$ cat config.mk
export PLATFORM = sky130hd
export DESIGN_NAME = irq_claim_arb
export DESIGN_NICKNAME = d
export VERILOG_FILES = /design/src/rtl/irq_claim_arb.sv
export SDC_FILE = /design/constraint.sdc
export NUM_CORES = 1
export LEC_CHECK = 0
export BUFFER_PORTS_ARGS = -buffer_cell sky130_fd_sc_hd__buf_4
export CAP_MARGIN = 20
export CORE_MARGIN = 1.5
export CORE_UTILIZATION = 65
export DETAILED_ROUTE_END_ITERATION = 7
export MAX_ROUTING_LAYER = met4
export PLACE_DENSITY = 0.85
export SYNTH_ARGS = -nofsm -noshare
export SYNTH_HDL_FRONTEND = slang
export SYNTH_SLANG_ARGS = --single-unit
$ cat constraint.sdc
create_clock -name clk -period 45.2 [get_ports clk]
set_input_delay 6.78 -clock clk [delete_from_list [all_inputs] [get_ports clk]]
set_output_delay 6.78 -clock clk [all_outputs]
set_load 0.02 [all_outputs]
$ cat src/rtl/irq_claim_arb.sv
module irq_claim_arb #(
  parameter int NSRC = 16,
  parameter int NCTX = 2,
  parameter int PW   = 3,
  parameter logic [NCTX-1:0] CTX_SUP = 2'b10,
  localparam int IDW = $clog2(NSRC),
  localparam int CW  = (NCTX > 1) ? $clog2(NCTX) : 1
) (
  input  logic            clk,
  input  logic            rst_n,
  input  logic [NSRC-1:0] src_level,
  input  logic            prio_we,
  input  logic [IDW-1:0]  prio_idx,
  input  logic [PW-1:0]   prio_val,
  input  logic            en_we,
  input  logic [CW-1:0]   en_ctx,
  input  logic [NSRC-1:0] en_mask,
  input  logic            thr_we,
  input  logic [CW-1:0]   thr_ctx,
  input  logic [PW-1:0]   thr_val,
  input  logic            claim_req,
  input  logic [CW-1:0]   claim_ctx,
  output logic [IDW-1:0]  claim_id,
  input  logic            cmpl_req,
  input  logic [IDW:0]    cmpl_id,
  output logic [NCTX-1:0] m_irq,
  output logic [NCTX-1:0] s_irq
);

  localparam logic [IDW:0]    LIMIT = (IDW+1)'(NSRC);
  localparam logic [NSRC-1:0] NO_ZERO = ~(NSRC'(1));

  logic [NSRC-1:0] pend, clm;
  logic [NSRC-1:0] en [NCTX];
  logic [PW-1:0]   prio [NSRC];
  logic [PW-1:0]   thr [NCTX];
  logic [NCTX*IDW-1:0] bid_flat;
  logic [NCTX-1:0] hit;
  logic            cmpl_ok;

  for (genvar c = 0; c < NCTX; c++) begin : g_ctx
    logic [NSRC-1:0] elig;
    logic [PW-1:0]   bp;
    logic [IDW-1:0]  bid;

    assign elig = pend & ~clm & en[c];

    always_comb begin
      bp  = thr[c];
      bid = '0;
      for (int s = 1; s < NSRC; s++) begin
        if (elig[s] && prio[s] > bp) begin
          bp  = prio[s];
          bid = IDW'(s);
        end
      end
    end

    assign bid_flat[c*IDW +: IDW] = bid;
    assign hit[c]   = (bid != '0);
    assign m_irq[c] = hit[c] & ~CTX_SUP[c];
    assign s_irq[c] = hit[c] &  CTX_SUP[c];

    assert_mode_line_R7: assert property (@(posedge clk) disable iff (!rst_n)
      (CTX_SUP[c] ? !m_irq[c] : !s_irq[c]) && ($countones({m_irq[c], s_irq[c]}) <= 1));
  end

  assign claim_id = claim_req ? bid_flat[claim_ctx*IDW +: IDW] : '0;
  assign cmpl_ok  = cmpl_req && (cmpl_id < LIMIT);

  always_ff @(posedge clk) begin
    if (!rst_n) begin
      pend <= '0;
      clm  <= '0;
      for (int c = 0; c < NCTX; c++) begin
        en[c]  <= '0;
        thr[c] <= '0;
      end
      for (int s = 0; s < NSRC; s++) prio[s] <= '0;
    end else begin
      pend <= src_level & NO_ZERO;
      if (claim_id != '0) pend[claim_id] <= 1'b0;
      if (cmpl_ok) clm[cmpl_id[IDW-1:0]] <= 1'b0;
      if (claim_id != '0) clm[claim_id] <= 1'b1;
      if (prio_we && prio_idx != '0) prio[prio_idx] <= prio_val;
      if (en_we) en[en_ctx] <= en_mask & NO_ZERO;
      if (thr_we) thr[thr_ctx] <= thr_val;
    end
  end

  assert_claim_eligible_R1: assert property (@(posedge clk) disable iff (!rst_n)
    (claim_id != '0) |-> (pend[claim_id] && !clm[claim_id] && en[claim_ctx][claim_id]));

  assert_claim_above_thr_R2: assert property (@(posedge clk) disable iff (!rst_n)
    (claim_id != '0) |-> (prio[claim_id] > thr[claim_ctx]));

  assert_claim_moves_R5: assert property (@(posedge clk) disable iff (!rst_n)
    (claim_id != '0) |=> (clm[$past(claim_id)] && !pend[$past(claim_id)]));

  assert_cmpl_ignored_R6: assert property (@(posedge clk) disable iff (!rst_n)
    (cmpl_req && !cmpl_ok && claim_id == '0) |=> $stable(clm));

endmodule

==> reports/metrics.cfg <==
[run_status]
status=finished clean

[synthesis]
synthAdderAreaFrac=0.07129
synth_xor_area_frac=0
synth.avg_cell_area_um2=8.741
synthesis.area_um2=8776
yosys_warnings=0
ys.flop_type=edfxtp_1
synthCells=1004
synth.mux.area_fraction=0.03522
synth_seq_area_share=0.3456
synthArstFlopShare=0
synth_edf_count=81
synth_compound_area_frac=0.2231
synthDistinctLibCells=88
synthSimpleGateAreaFrac=0.2883
synth.ff_latch_count=111
synth_top_family_by_area=simple AND/OR/NAND/NOR gates

[place]
placed_cell_area_um2=9321
place_inst=1210
hpwlAfterDp_um=18930
place_ws_ps=15850
gp_congestion=0.9426
io_buffers=60

[final_layout]
antenna_cells=0
final_nets=1144
fin_area_um2=9623
drive_gt1_frac=0.1267
stdcell_count=1226
finish.utilization=0.7296
syn_to_final_growth_pct=9.652
fillers=1004

[worst_setup_path]
required_ps=38420
start_kind=register
critPathKind=reg2out
cp.arrival_ps=23380
worstPathMaxFanout=9
crit_path_top_delay_cell=a311oi_1
cpLargestDelayFamily=compound AO/OA/AOI/OAI gates
endpoint_kind=output port
path_buf_inv=4
cp_slowest_stage_delay_ps=810
cpMostUsedCell=ha_1

[timing]
rsz0062_at_grt=false
finalCritPeriodShare=0.6672
max_freq_mhz=33.16
tns_ps=0
setup_viol=0
holdWs_ps=481.7
hold_viol_final=0
fin_worst_skew_ps=8.613
setup_ws_ps=15040
relSlewSlack=0.2933
drv_slew=0
worst_slew_pin_slew_ps=1053
min_period_ps=30160

[grt]
grt_max_degree=57
grt_antenna_before_repair=0
grt_pass1_wl_um=38330
grt_use_total=0.3535
grt_pass1_vias=7520
gr-total-overflow=0

[min_path]
hp-class=reg2reg

[clocking]
cts_setup_buffers=0
cts-root-buf=clkbuf_16
path_clk_slew_ps=70
ctsResizeCount=0
cts_tree=yes
cts.sinks=111
clock_path_buffers=2
holdBufCountCts=0
cts_made_buffers=9
htree_levels=3
clk_latency_ps=350

[die]
die_h_um=119.2
die_x_um=119.2
dieArea_um2=14210
initial_core_util=0.6653
core_area_um2=13190
io_pins=65
fp-row-count=42

[routing]
routed_wl_um=23940
wl_per_cell_um=19.52
dr_total_vias=8069
ant_nets=0
drtIter0Drc=958
first_pass_iters=7
via_per_inst=6.582
drc=0

[job]
maxCapViolations=0

[power_and_ir_drop]
vdd.ir_drop.worst_mv=0.02749
internal_power_mw=0.2049
swShare=0.3389
clkPwrFrac=0.250
p_comb_frac=0.349
finalPower_mw=0.3099
p_seq_frac=0.401
switching_power_mw=0.1050
powerDensity_nw_per_um2=32.20
p_leak_nw=3.903

## cell usage after synthesis (9+ instances only)
master | count | share of area
mux2_2 | 17 | 0.022
o21a_1 | 19 | 0.016
and2_1 | 98 | 0.070
clkbuf_1 | 24 | 0.010
edfxtp_1 | 81 | 0.28
nand4b_1 | 9 | 0.0090
ha_1 | 42 | 0.060
dfxtp_1 | 30 | 0.068
and3_1 | 29 | 0.021
nand2_1 | 94 | 0.040
o211ai_1 | 10 | 0.0086
a31oi_1 | 18 | 0.013
a21o_1 | 10 | 0.0086
maj3_1 | 10 | 0.011
a21boi_1 | 10 | 0.0086
o21ai_0 | 45 | 0.026
nand3_1 | 35 | 0.020
nor2b_1 | 21 | 0.015
nand2b_1 | 16 | 0.011
a21oi_1 | 36 | 0.021
nor3_1 | 26 | 0.015
and3b_1 | 10 | 0.010
nor2_1 | 89 | 0.038
inv_1 | 45 | 0.019
## cells in the final DEF, fill, tap and decap left out, drive strengths merged, types with 4 or more instances in the layout
cell / synthesis / layout
a311oi: 5 / 5
o211ai: 10 / 10
and3: 30 / 30
o21ai: 53 / 53
o22a: 5 / 5
dfxtp: 30 / 30
nand4b: 9 / 9
o211a: 5 / 5
nand3: 35 / 35
nor2b: 21 / 21
edfxtp: 81 / 81
mux2: 22 / 22
o31a: 7 / 7
and2: 98 / 98
a21oi: 38 / 38
maj3: 10 / 10
or2: 6 / 6
a211oi: 7 / 7
a2bb2oi: 7 / 7
o22ai: 9 / 9
a31oi: 21 / 21
inv: 46 / 47
buf: 9 / 62
nor2: 89 / 89
nand2b: 16 / 16
nor4: 6 / 6
ha: 42 / 42
clkbuf: 24 / 11
nor3b: 7 / 7
nor3: 26 / 26
a32oi: 4 / 4
and3b: 10 / 10
nand4: 4 / 4
o221ai: 5 / 5
o21a: 19 / 19
o31ai: 6 / 6
a21o: 10 / 10
nand3b: 7 / 7
a21boi: 12 / 12
nand2: 94 / 94
## path summary, 6_finish.rpt
path                    from           to  slack, ps  cells past startpoint
setup / recovery  prio[1][2]  claim_id[3]      15040                     96
hold / removal       clm[13]      clm[13]        480                      2
setup reg to reg  prio[1][2]      clm[12]      21650                     98
hold reg to reg      clm[13]      clm[13]        480                      2
## cell families after synthesis
| logic type | count (synthesis) |
|---|---|
| other cells | 1 |
| simple gates | 470 |
| compound gates | 266 |
| mux | 25 |
| fa+ha+maj | 52 |
| flops | 111 |
| buf+inv | 79 |
## sequential cells by signal, indices dropped and copies added, names as in the netlist
signal  count
thr         6
pend       15
prio       45
en         30
clm        15
## metal layers
metal  global-route usage  wire length (µm)
met1               0.5047             10520
met2               0.5336             10580
met3              0.05316              2407
met4              0.08358               422
met5                    -                 0
## final cells by class
class	instances	area, µm²	area share
Tap cell	176	220.2	0.02288
Clock inverter	5	37.54	0.003901
Clock buffer	11	264.0	0.02743
Inverter	46	172.7	0.01794
Sequential cell	111	3033	0.3152
Timing Repair Buffer	62	465.4	0.04837
Multi-Input combinational cell	815	5430	0.5643
## tightest hold or removal path: stages, from the launching register on
cell and delay (ps):
dfxtp_1 310, o21ai_0 70, a21boi_1 60
## power groups by stage
stage | combinational, mW | clock, mW | sequential [mW]
after floorplan | 0.0810 | 0 | 0.122
final | 0.108 | 0.0775 | 0.124
after global placement | 0.103 | 0 | 0.126
after detailed placement | 0.105 | 0 | 0.126
after CTS | 0.106 | 0.0775 | 0.124
after global routing | 0.120 | 0.0809 | 0.125
No activity file was read; power rests on OpenSTA's default activity.
